## src/rtl/fbdiv_pkg.sv

```systemverilog
package fbdiv_pkg;

    typedef enum logic {
        FB_INT  = 1'b0,
        FB_FRAC = 1'b1
    } fb_mode_e;

endpackage

```

## src/rtl/fbdiv_range.sv

```systemverilog
module fbdiv_range #(
    parameter int RATIO_W = 7,
    parameter int INT_LO  = 2,
    parameter int INT_HI  = 66,
    parameter int FRAC_LO = 8,
    parameter int FRAC_HI = 66
) (
    input  logic               frac_on_i,
    input  logic [RATIO_W-1:0] ratio_i,
    output logic               bad_o
);

    localparam logic [RATIO_W-1:0] ILO = RATIO_W'(INT_LO);
    localparam logic [RATIO_W-1:0] IHI = RATIO_W'(INT_HI);
    localparam logic [RATIO_W-1:0] FLO = RATIO_W'(FRAC_LO);
    localparam logic [RATIO_W-1:0] FHI = RATIO_W'(FRAC_HI);

    logic int_ok;
    logic frac_ok;

    always_comb begin
        int_ok  = (ratio_i >= ILO) && (ratio_i <= IHI);
        frac_ok = (ratio_i >= FLO) && (ratio_i <= FHI);
        bad_o   = frac_on_i ? !frac_ok : !int_ok;
    end

endmodule

```

## src/rtl/fbdiv_sigma.sv

```systemverilog
module fbdiv_sigma #(
    parameter int FRAC_W = 16
) (
    input  logic [FRAC_W-1:0] acc_i,
    input  logic [FRAC_W-1:0] step_i,
    output logic [FRAC_W-1:0] acc_o,
    output logic              ovf_o
);

    logic [FRAC_W:0] wide_sum;

    always_comb begin
        wide_sum = {1'b0, acc_i} + {1'b0, step_i};
        acc_o    = wide_sum[FRAC_W-1:0];
        ovf_o    = wide_sum[FRAC_W];
    end

endmodule

```

## src/rtl/fbdiv_phase.sv

```systemverilog
module fbdiv_phase #(
    parameter int CNT_W = 8
) (
    input  logic [CNT_W-1:0] period_i,
    input  logic [CNT_W-1:0] cnt_i,
    output logic             last_o,
    output logic [CNT_W-1:0] cnt_nx_o,
    output logic             out_nx_o
);

    logic [CNT_W-1:0] half_up;
    logic [CNT_W-1:0] cnt_inc;

    always_comb begin
        half_up  = (period_i >> 1) + CNT_W'(period_i[0]);
        cnt_inc  = cnt_i + CNT_W'(1);
        // ">=" also catches a count left beyond a freshly shortened ratio
        last_o   = (cnt_i >= (period_i - CNT_W'(1)));
        cnt_nx_o = last_o ? '0 : cnt_inc;
        out_nx_o = last_o ? 1'b1 : (cnt_inc < half_up);
    end

endmodule

```

## src/rtl/loop_fbdiv.sv

```systemverilog
module loop_fbdiv #(
    parameter int RATIO_W = 7,
    parameter int FRAC_W  = 16,
    parameter int INT_LO  = 2,
    parameter int INT_HI  = 66,
    parameter int FRAC_LO = 8,
    parameter int FRAC_HI = 66
) (
    input  logic               clk_i,
    input  logic               rst_ni,
    input  logic               mode_i,
    input  logic [RATIO_W-1:0] ratio_i,
    input  logic [FRAC_W-1:0]  frac_i,
    output logic               div_clk_o,
    output logic               carry_o,
    output logic               range_err_o
);

    import fbdiv_pkg::*;

    localparam int CNT_W = RATIO_W + 1;

    typedef struct packed {
        logic [CNT_W-1:0]  cnt;
        logic [FRAC_W-1:0] acc;
        logic              plus;
        logic              out;
    } fb_state_t;

    fb_state_t state_d, state_q;

    logic              frac_on;
    logic              bad;
    logic [CNT_W-1:0]  period;
    logic              wrap;
    logic [CNT_W-1:0]  cnt_nx;
    logic              out_nx;
    logic [FRAC_W-1:0] acc_nx;
    logic              ovf;

    assign frac_on = (fb_mode_e'(mode_i) == FB_FRAC);
    assign period  = CNT_W'(ratio_i) + CNT_W'(frac_on & state_q.plus);

    fbdiv_range #(
        .RATIO_W (RATIO_W),
        .INT_LO  (INT_LO),
        .INT_HI  (INT_HI),
        .FRAC_LO (FRAC_LO),
        .FRAC_HI (FRAC_HI)
    ) u_range (
        .frac_on_i (frac_on),
        .ratio_i   (ratio_i),
        .bad_o     (bad)
    );

    fbdiv_sigma #(
        .FRAC_W (FRAC_W)
    ) u_sigma (
        .acc_i  (state_q.acc),
        .step_i (frac_i),
        .acc_o  (acc_nx),
        .ovf_o  (ovf)
    );

    fbdiv_phase #(
        .CNT_W (CNT_W)
    ) u_phase (
        .period_i (period),
        .cnt_i    (state_q.cnt),
        .last_o   (wrap),
        .cnt_nx_o (cnt_nx),
        .out_nx_o (out_nx)
    );

    always_comb begin
        state_d = state_q;
        if (bad) begin
            state_d = '0;
        end else begin
            state_d.cnt = cnt_nx;
            state_d.out = out_nx;
            if (!frac_on) begin
                state_d.acc  = '0;
                state_d.plus = 1'b0;
            end else if (wrap) begin
                state_d.acc  = acc_nx;
                state_d.plus = ovf;
            end
        end
    end

    always_ff @(posedge clk_i or negedge rst_ni) begin
        if (!rst_ni) begin
            state_q <= '0;
        end else begin
            state_q <= state_d;
        end
    end

    assign div_clk_o   = state_q.out;
    assign carry_o     = state_q.plus;
    assign range_err_o = bad;

endmodule

```

## config.mk

```make
export PLATFORM = sky130hd
export DESIGN_NAME = loop_fbdiv
export DESIGN_NICKNAME = d
export VERILOG_FILES = /design/src/rtl/fbdiv_pkg.sv /design/src/rtl/fbdiv_range.sv /design/src/rtl/fbdiv_sigma.sv /design/src/rtl/fbdiv_phase.sv /design/src/rtl/loop_fbdiv.sv
export SDC_FILE = /design/constraint.sdc
export NUM_CORES = 1
export LEC_CHECK = 0
export BUFFER_PORTS_ARGS = -buffer_cell sky130_fd_sc_hd__buf_4
export CAP_MARGIN = 10
export CORE_MARGIN = 2
export CORE_UTILIZATION = 40
export CTS_CLUSTER_DIAMETER = 100
export CTS_CLUSTER_SIZE = 28
export DETAILED_ROUTE_END_ITERATION = 7
export MAX_ROUTING_LAYER = met4
export PLACE_DENSITY = 0.54
export REMOVE_ABC_BUFFERS = 1
export SETUP_SLACK_MARGIN = 0.5
export SLEW_MARGIN = 20
export SYNTH_ARGS = -nofsm -noshare
export SYNTH_HDL_FRONTEND = slang
export SYNTH_HIERARCHICAL = 1
export SYNTH_SLANG_ARGS = --single-unit
```

## constraint.sdc

```tcl
create_clock -name clk_i -period 3.83 [get_ports clk_i]
set_input_delay 0.5745 -clock clk_i [delete_from_list [all_inputs] [get_ports clk_i]]
set_output_delay 0.5745 -clock clk_i [all_outputs]
set_load 0.01 [all_outputs]
```

==> results_dict.tcl <==
set metrics [dict create \
    cellPowerDensity_nw_per_um2 202 \
    critPathCaptureType "flip-flop" \
    netlist_area_sq_um 2660 \
    synth_edf_count 0 \
    finalCritPeriodShare_pct 84.1 \
    antenna_found_initial 0 \
    cp_common_cell "ha_4" \
    root_buffer "clkbuf_8" \
    post-place-cells 390 \
    dr.pass1.iters 4 \
    routed_via_density 5.28 \
    die_h_microns 85.6 \
    yosys_warnings 6 \
    ys_seq_elements 26 \
    arrival_ns 3.38 \
    yosysMostFrequentCell "ha_1" \
    maxCapViolations 0 \
    slew_viol_final 0 \
    postRouteWirelength_microns 5880 \
    worstPathRequired_ns 3.99 \
    rsz0062_at_grt "yes" \
    hold_viol 0 \
    startpoint_type "primary input" \
    place.gp.congestion 0.811 \
    synth_ff_type "dfrtp_1" \
    h-tree-depth 1 \
    grt_use_met1_pct 24.5 \
    clk_pin_slew_ns 0.09 \
    reg2regPathDepth 14 \
    wl_per_cell_microns 14.7 \
    postRouteAntennaNets 0 \
    die-area_sq_um 7320 \
    use_met3_pct 2.02 \
    layout.cells.non_filler 400 \
    clk_latency_ns 0.27 \
    grt.met2_usage_pct 27.1 \
    crit_type "in -> reg" \
    synth_seq_area_share_pct 24.4 \
    timing.final.crit_period_ns 3.22 \
    regToRegEndpoint "carry_o$_DFFE_PN0P_" \
    synth_top_area_cell "dfrtp_1" \
    setup_viol 0 \
    crit_path_end "carry_o$_DFFE_PN0P_" \
    grt.total_usage_pct 17.5 \
    critPathLaunch "mode_i" \
    cp_max_fo 6 \
    fin_area_sq_um 3230 \
    avgSynthCellArea_sq_um 9.38 \
    drt-initial-drc-count 80 \
    grt-ovfl-total 0 \
    status "finished, final reports clean" \
    synth_common_cells "ha_1 (37), dfrtp_1 (26), nor2_1 (24)" \
    drive_gt1_share_pct 29.4 \
    slew_headroom_pct 69.0 \
    grt_pass1_wl_microns 10100 \
    grt-busiest-layer "met2" \
    hpwl_microns 4450 \
    fin_worst_skew_ns 0.00311 \
    start_util_pct 41.7 \
    setup_tns_ns 0 \
    nNetsFinal 388 \
    die_x_microns 85.6 \
    synth_cell_types 52 \
    syn2layout_area_growth_pct 21.4 \
    hp-class "in -> async" \
    num_antenna_cells 0 \
    ys_top_cells_by_area "dfrtp_1 (24%), ha_1 (17%), xnor2_1 (6.6%)" \
    ios 29 \
    tightest_slew_ns 0.465 \
    crit_chain "buf_4, and2_4, ha_4, ha_4, xor2_2, nor2_2, nand3_2, nor4_4, xnor2_1, ha_1, nand4_1, o31ai_4, clkbuf_16, mux2i_1, nor2_1" \
    r2r_setup_slack_ns 0.63 \
    clock.fmax_ghz 0.310 \
    io_buffers 28 \
    power_leakage_uw 0.00151 \
    cts_tree "built" \
    cts_buffer_depth 2 \
    fillers 605 \
    place_area_sq_um 2960 \
    multi_input_comb_area_sq_um 2050 \
    critical_path.max_stage_delay_ns 0.43 \
    worstReg2RegStart "carry_o$_DFFE_PN0P_" \
    clock-sinks 26 \
    rows 29 \
    layout.area.seq_sq_um 651 \
    irDropWorstVdd_uv 117 \
    grt_pass1_vias 2130 \
    async_flop_share_pct 100 \
    vias 2111 \
    yosysTopAreaCellShare_pct 24.4 \
    slowest_stage "o31ai_4" \
    grt_max_degree 27 \
    coreArea_sq_um 6390 \
    synth_cells 284 \
    total_power_uw 652 \
    whs_ns 0.202 \
    cts_buffers 3 \
    post-route-drc-count 0 \
]
[how the worst min path moves through the flow]
| stage | from | end | slack [ns] | cells after the start |
|---|---|---|---|---|
| after floorplan | rst_ni | carry_o$_DFFE_PN0P_ | 0.28 | 0 |
| after global placement | rst_ni | state_q[2]$_DFFE_PN0P_ | 0.52 | 1 |
| after detailed placement | rst_ni | state_q[2]$_DFFE_PN0P_ | 0.52 | 1 |
| after CTS | rst_ni | state_q[6]$_DFFE_PN0P_ | 0.21 | 1 |
| after global routing | rst_ni | state_q[10]$_DFFE_PN0P_ | 0.21 | 1 |
| final | rst_ni | state_q[6]$_DFFE_PN0P_ | 0.20 | 1 |
[power by group]
part           leakage [uW]  internal, uW  switching [uW]
clock network     0.0000288          92.1            91.5
logic               0.00112          89.3            93.9
registers          0.000359           279            5.73
[kinds of logic after synthesis]
logic type	Yosys count	synth area share [%]
AND/OR/NAND/NOR	97	19.9
XOR/XNOR	35	11.5
AO/OA/AOI/OAI	56	16.1
flip-flops	26	24.4
adder cells (fa/ha/maj)	38	18.1
buffers and inverters	15	3.57
multiplexers	17	6.39
[flip-flops by register name, indices dropped and copies added (netlist names)]
register / cells
carry_o: 1
div_clk_o: 1
state_q: 24
[layer usage]
| layer | wire (microns) | part of all wire, % |
|---|---|---|
| met1 | 3030 | 52 |
| met2 | 2630 | 45 |
| met3 | 174 | 3.0 |
| met4 | 36 | 0.61 |
| met5 | 0 | 0 |
[final cells by class]
type,count,area share (%)
Tap cell,77,2.98
Multi-Input combinational cell,243,63.5
Clock buffer,4,1.70
Inverter,8,0.929
Timing Repair Buffer,42,10.8
Sequential cell,26,20.1
[repair_timing]
action                                  CTS  global route
gates resized for setup                   2            26
pin swaps                                 0            10
setup buffers                             0             5
gates cloned                              0             1
hold buffers                              0             0
endpoints found under the setup margin   11            26
[stage by stage]
stage	setup WS, ns	util (%)
3_3_place_gp	0.227	46.4
3_5_place_dp	0.167	46.4
4_1_cts	0.533	47.5
2_1_floorplan	0.0894	-
6_report	0.609	50.6
5_1_grt	0.401	50.6
[worst max-delay path, delay by kind of cell]
family / cells / cell delay, ns
fa+ha+maj: 3 / 0.67
buf+inv: 2 / 0.37
simple gates: 6 / 0.86
xor+xnor: 2 / 0.28
mux: 1 / 0.18
compound gates: 1 / 0.43
[layout by cell type (no fill, tap or decap), types with 5 or more instances in the layout]
cell,n
nand2_1,14
dfrtp_1,26
nand3_1,14
buf_4,38
xnor2_1,19
nor2_1,23
a21oi_1,15
xor2_1,13
mux2i_1,12
inv_1,8
o21ai_0,6
nor2_2,11
and2b_2,9
ha_1,35
nor2b_1,5
Power figures use the tool's default switching activity.
